==> src/rtl/smul_pkg.sv <==
package smul_pkg;

  function automatic int prod_len(int p_w, int s_w);
    return p_w + s_w - 1;
  endfunction

  function automatic int cnt_width(int n);
    return $clog2(n + 1);
  endfunction

endpackage

==> src/rtl/smul_ctrl.sv <==
module smul_ctrl #(
  parameter int P_W = 16,
  parameter int S_W = 4
) (
  input  logic clk_i,
  input  logic rst_ni,
  input  logic start_i,
  input  logic ser_i,
  output logic run_o,
  output logic xbit_o,
  output logic valid_o,
  output logic done_o
);
  localparam int N  = smul_pkg::prod_len(P_W, S_W);
  localparam int CW = smul_pkg::cnt_width(N);

  logic          busy_q, sign_q, valid_q, done_q;
  logic [CW-1:0] cnt_q, t_cur;
  logic          last;

  assign t_cur  = start_i ? '0 : cnt_q;
  assign run_o  = start_i | busy_q;
  assign last   = (t_cur == CW'(N - 1));
  // past the serial word, repeat its sign bit
  assign xbit_o = (t_cur < CW'(S_W)) ? ser_i : sign_q;

  always_ff @(posedge clk_i or negedge rst_ni) begin
    if (!rst_ni) begin
      busy_q  <= 1'b0;
      cnt_q   <= '0;
      sign_q  <= 1'b0;
      valid_q <= 1'b0;
      done_q  <= 1'b0;
    end else begin
      if (start_i) begin
        cnt_q  <= CW'(1);
        busy_q <= !last;
      end else if (busy_q) begin
        cnt_q  <= cnt_q + CW'(1);
        busy_q <= !last;
      end
      if (run_o && t_cur == CW'(S_W - 1)) sign_q <= ser_i;
      valid_q <= run_o;
      done_q  <= run_o & last;
    end
  end

  assign valid_o = valid_q;
  assign done_o  = done_q;

  p_cnt_range_r1: assert property (@(posedge clk_i) disable iff (!rst_ni)
    cnt_q <= CW'(N));
  p_done_in_valid_r6: assert property (@(posedge clk_i) disable iff (!rst_ni)
    done_o |-> valid_o);
  p_valid_runs_r1: assert property (@(posedge clk_i) disable iff (!rst_ni)
    (valid_o && !done_o) |=> valid_o);
  p_valid_needs_start_r8: assert property (@(posedge clk_i) disable iff (!rst_ni)
    $rose(valid_o) |-> $past(start_i));
  p_sign_frozen_r3: assert property (@(posedge clk_i) disable iff (!rst_ni)
    (busy_q && !start_i && cnt_q >= CW'(S_W)) |=> $stable(sign_q));

endmodule

==> src/rtl/smul_cell.sv <==
module smul_cell #(
  parameter bit IS_TOP = 1'b0
) (
  input  logic clk_i,
  input  logic rst_ni,
  input  logic en_i,
  input  logic clr_i,
  input  logic a_i,
  input  logic x_i,
  input  logic s_up_i,
  output logic s_o
);
  logic s_q, c_q;
  logic pp, s_in, c_in, sum, cout;

  // sign position carries negative weight: inverted partial product,
  // the constant it owes enters as a bias on the clearing cycle
  assign pp   = IS_TOP ? ~(a_i & x_i) : (a_i & x_i);
  assign s_in = clr_i ? IS_TOP : s_up_i;
  assign c_in = clr_i ? 1'b0 : c_q;
  assign {cout, sum} = {1'b0, pp} + {1'b0, s_in} + {1'b0, c_in};

  always_ff @(posedge clk_i or negedge rst_ni) begin
    if (!rst_ni) begin
      s_q <= 1'b0;
      c_q <= 1'b0;
    end else if (en_i) begin
      s_q <= sum;
      c_q <= cout;
    end
  end

  assign s_o = s_q;

  p_hold_idle_r8: assert property (@(posedge clk_i) disable iff (!rst_ni)
    !en_i |=> ($stable(s_q) && $stable(c_q)));

endmodule

==> src/rtl/smul_array.sv <==
module smul_array #(
  parameter int P_W = 16
) (
  input  logic           clk_i,
  input  logic           rst_ni,
  input  logic           en_i,
  input  logic           clr_i,
  input  logic [P_W-1:0] a_i,
  input  logic           x_i,
  output logic           p_o
);
  logic [P_W:0] s_chain;

  assign s_chain[P_W] = 1'b0;

  for (genvar i = 0; i < P_W; i++) begin : g_cell
    smul_cell #(
      .IS_TOP(i == P_W - 1)
    ) u_cell (
      .clk_i (clk_i),
      .rst_ni(rst_ni),
      .en_i  (en_i),
      .clr_i (clr_i),
      .a_i   (a_i[i]),
      .x_i   (x_i),
      .s_up_i(s_chain[i+1]),
      .s_o   (s_chain[i])
    );
  end

  assign p_o = s_chain[0];

endmodule

==> src/rtl/smul_serial.sv <==
module smul_serial #(
  parameter int P_W = 16,
  parameter int S_W = 4
) (
  input  logic           clk_i,
  input  logic           rst_ni,
  input  logic           start_i,
  input  logic           ser_i,
  input  logic [P_W-1:0] par_i,
  output logic           prod_o,
  output logic           valid_o,
  output logic           done_o
);
  logic [P_W-1:0] par_q, a_cur;
  logic           run, xbit, p_raw;

  always_ff @(posedge clk_i or negedge rst_ni) begin
    if (!rst_ni)      par_q <= '0;
    else if (start_i) par_q <= par_i;
  end

  assign a_cur = start_i ? par_i : par_q;

  smul_ctrl #(
    .P_W(P_W),
    .S_W(S_W)
  ) u_ctrl (
    .clk_i  (clk_i),
    .rst_ni (rst_ni),
    .start_i(start_i),
    .ser_i  (ser_i),
    .run_o  (run),
    .xbit_o (xbit),
    .valid_o(valid_o),
    .done_o (done_o)
  );

  smul_array #(
    .P_W(P_W)
  ) u_array (
    .clk_i (clk_i),
    .rst_ni(rst_ni),
    .en_i  (run),
    .clr_i (start_i),
    .a_i   (a_cur),
    .x_i   (xbit),
    .p_o   (p_raw)
  );

  assign prod_o = p_raw & valid_o;

  p_par_kept_r4: assert property (@(posedge clk_i) disable iff (!rst_ni)
    !start_i |=> $stable(par_q));

endmodule

==> config.mk <==
export PLATFORM = sky130hd
export DESIGN_NAME = smul_serial
export DESIGN_NICKNAME = d
export VERILOG_FILES = /design/src/rtl/smul_pkg.sv /design/src/rtl/smul_ctrl.sv /design/src/rtl/smul_cell.sv /design/src/rtl/smul_array.sv /design/src/rtl/smul_serial.sv
export SDC_FILE = /design/constraint.sdc
export NUM_CORES = 1
export LEC_CHECK = 0
export BUFFER_PORTS_ARGS = -buffer_cell sky130_fd_sc_hd__buf_2
export CORE_ASPECT_RATIO = 1.1
export CORE_MARGIN = 10
export CORE_UTILIZATION = 30
export CTS_BUF_LIST = sky130_fd_sc_hd__clkbuf_16
export DETAILED_ROUTE_END_ITERATION = 7
export GPL_ROUTABILITY_DRIVEN = 0
export GPL_TIMING_DRIVEN = 0
export SYNTH_ARGS = -nofsm -noshare
export SYNTH_HDL_FRONTEND = slang
export SYNTH_SLANG_ARGS = --single-unit
==> constraint.sdc <==
create_clock -name clk_i -period 2.5 [get_ports clk_i]
set_input_delay 0.25 -clock clk_i [delete_from_list [all_inputs] [get_ports clk_i]]
set_output_delay 0.25 -clock clk_i [all_outputs]
set_load 0.005 [all_outputs]
==> flow_metrics.env <==
export IMPL_placedCellCount=404
export IMPL_synth_seq_cells=57
export IMPL_final_max_slew_viol_count=0
export IMPL_synth_xor_area_share_pct=1.18
export IMPL_vias=1997
export IMPL_synth_most_common_cell="dfrtp_1"
export IMPL_p_total_mw=2.77
export IMPL_ios=23
export IMPL_areaGrowthSynthToFinish_pct=19.6
export IMPL_drive_above_1_share_pct=26.2
export IMPL_cp_end_kind="flop"
export IMPL_worstSetupPathDepth=6
export IMPL_powerDensity_nw_per_um2=779
export IMPL_r2r_end="u_array.g_cell[12].u_cell.s_o"
export IMPL_ir_drop_mv=0.369
export IMPL_worstPathArrival_ps=2530
export IMPL_path_class="reg -> reg"
export IMPL_crit_end="u_array.g_cell[12].u_cell.s_o"
export IMPL_finalCritPeriodShare_pct=92.8
export IMPL_drtIter0Drc=81
export IMPL_p_leak_nw=1.67
export IMPL_clkTransAtPathRegs_ps=50
export IMPL_remaining_drc_errors=0
export IMPL_violations="negative hold slack"
export IMPL_holdWs_ps=-17.2
export IMPL_fin_util_pct=36.3
export IMPL_synth_common_cells="57 x dfrtp_1, 30 x mux2_2, 30 x nor2b_1"
export IMPL_start_util_pct=30.4
export IMPL_worstSkewPairLatency_ps=330
export IMPL_r2r_slack_ps=180
export IMPL_place_ws_ps=-237
export IMPL_layout_setup_ws_ps=180
export IMPL_die_y_um=124
export IMPL_yosys_warnings=0
export IMPL_crit_slowest_cell="fa_1"
export IMPL_die_x_um=115
export IMPL_synth_mux_area_share_pct=12.4
export IMPL_cts_buffers=9
export IMPL_layout_nets=333
export IMPL_clock_path_buffers=2
export IMPL_relSlewSlack_pct=51.9
export IMPL_core_um2=9790
export IMPL_synth_edf_count=0
export IMPL_cp_max_fo=10
export IMPL_htree_levels=3
export IMPL_ant_nets=0
export IMPL_startpoint="u_ctrl.cnt_q[2]"
export IMPL_synth_avg_cell_area_um2=11.3
export IMPL_status="finished with violations"
export IMPL_hpwl_mm=4.35
export IMPL_hold_buffers=0
export IMPL_hold_viol=32
export IMPL_totalWireLength_mm=6.35
export IMPL_cp_top_family="multiplexers"
export IMPL_synth_cells=263
export IMPL_grt_pass1_vias=2083
export IMPL_synth_top_family_by_area="simple AND/OR/NAND/NOR gates"
export IMPL_grt_max_degree=58
export IMPL_synth_main_ff_cell="dfrtp_1"
export IMPL_n_fill_cell=962
export IMPL_netlist_area_leader_share_pct=48.0
export IMPL_synth_area_leaders="dfrtp_1 48%, mux2_2 11%, fa_1 11%"
export IMPL_grt_pass1_wl_mm=10.6
export IMPL_cts_sinks=57
export IMPL_drt_vias_per_instance=4.74
export IMPL_cp_num_buf_inv=1
export IMPL_hp_class="in -> async"
export IMPL_yosys_area_top_type="dfrtp_1"
export IMPL_fmax_mhz=431
export IMPL_yosysSeqAreaShare_pct=48.0
export IMPL_ys_async_sr_fraction_pct=100
export IMPL_finClkSkew_ps=7.69
export IMPL_synth_compound_area_share_pct=7.07
export IMPL_timing_rr_start="u_ctrl.cnt_q[2]"
export IMPL_synthAdderAreaFrac_pct=11.2
export IMPL_crit_required_ps=2710
export IMPL_r2r_cells=6
export IMPL_overflow=0
export IMPL_port_buffers=21
export IMPL_clock_root_buffer="clkbuf_16"
export IMPL_synth_nets=300
export IMPL_cts_tree="done"
export IMPL_max_cap_violations=0
export IMPL_grt_antenna_before_repair=0
export IMPL_setup_worst_path_start_class="flop"
export IMPL_wl_per_cell_um=15.1
export IMPL_synthSimpleGateAreaFrac_pct=14.6
export IMPL_syn_area_um2=2970
export IMPL_instances_no_fill=421
export IMPL_synth_distinct_cells=28
export IMPL_worst_slew_pin_slew_ps=721
export IMPL_worstPathCellList="nor3_2, mux2i_2, buf_4, o31ai_1, fa_1, mux2_2"
export IMPL_row_count=38
export IMPL_antenna_cells=0
export IMPL_dieArea_um2=14300
export IMPL_period_minus_slack_ps=2320
export IMPL_first_pass_iters=4
export IMPL_finalSetupViolations=0
export IMPL_grt_use_total_pct=9.46
export IMPL_rsz0062_at_grt="false"
export IMPL_max_stage_delay_ps=500
-- per-stage QoR --
stage | area, um2 | TNS [ps]
detailed placement | 3230 | -3430
global route | 3560 | 0
finish | 3560 | 0
global placement | 3230 | -2950
floorplan | 2970 | 0
CTS | 3550 | 0
-- state kept, by name, summed over array words and instances (netlist names) --
signal and flops:
par_q 16, u_ctrl.busy_q 1, u_array.g_cell.u_cell.c_q 16, u_ctrl.valid_o 1, u_array.g_cell.u_cell.s_o 16, u_ctrl.cnt_q 5
u_ctrl.sign_q 1, u_ctrl.done_o 1
-- per-layer routing --
layer	up-vias	track usage, %	routed length [um]
met5	-	0	0
met4	0	4.37	123
met3	14	3.42	327
met2	46	13.8	3030
met1	994	12.1	2870
li1	943	-	-
-- timing repair --
action / in CTS / in global routing
gates cloned: 0 / 0
endpoints found under the setup margin: 19 / 2
buffers inserted: 1 / 0
gates resized for setup: 1 / 1
-- report_power, final --
part / switching (mW) / internal (mW) / leakage, nW
logic: 0.206 / 0.190 / 0.800
registers: 0.0542 / 1.05 / 0.722
clock network: 0.416 / 0.859 / 0.150
-- kinds of logic (layout without fill, tap and decap cells) --
group,count (synthesis),after routing
xor+xnor,4,4
simple gates,82,82
buf+inv,36,74
compound gates,34,34
fa+ha+maj,17,17
mux,33,33
flops,57,57
-- layout make-up --
cell class	instances	area, um2	area share (%)
Buffer	18	98.8	2.78
Clock buffer	9	225	6.33
Clock inverter	7	85.1	2.39
Inverter	18	67.6	1.90
Multi-Input combinational cell	170	1390	39.1
Sequential cell	57	1430	40.1
Tap cell	120	150	4.22
Timing Repair Buffer	22	115	3.23
-- placed cells by master (no fill, tap or decap), types with 7 or more instances in the layout --
cell,netlist,layout
buf_2,4,24
clkbuf_1,8,8
clkbuf_16,0,9
dfrtp_1,57,57
fa_1,16,16
inv_1,17,17
mux2_2,30,30
nand2_1,21,21
nand3_1,16,16
nor2_1,7,7
nor2b_1,30,30
o21ai_0,17,17
o31ai_1,16,16
-- worst min-delay path by stage --
stage                                            start                           end  slack, ps  depth (start not counted)
after CTS                                     par_i[5]                      par_q[5]        140                          3
after floorplan                                 rst_ni                      par_q[0]        -50                          0
after detailed placement  u_array.g_cell[4].u_cell.c_q  u_array.g_cell[4].u_cell.c_q        470                          1
after global routing                            rst_ni               u_ctrl.cnt_q[3]         50                          1
final                                           rst_ni                 u_ctrl.done_o        -20                          1
after global placement    u_array.g_cell[4].u_cell.c_q  u_array.g_cell[4].u_cell.c_q        460                          1
Note: power is estimated with default switching activity, not from simulation.
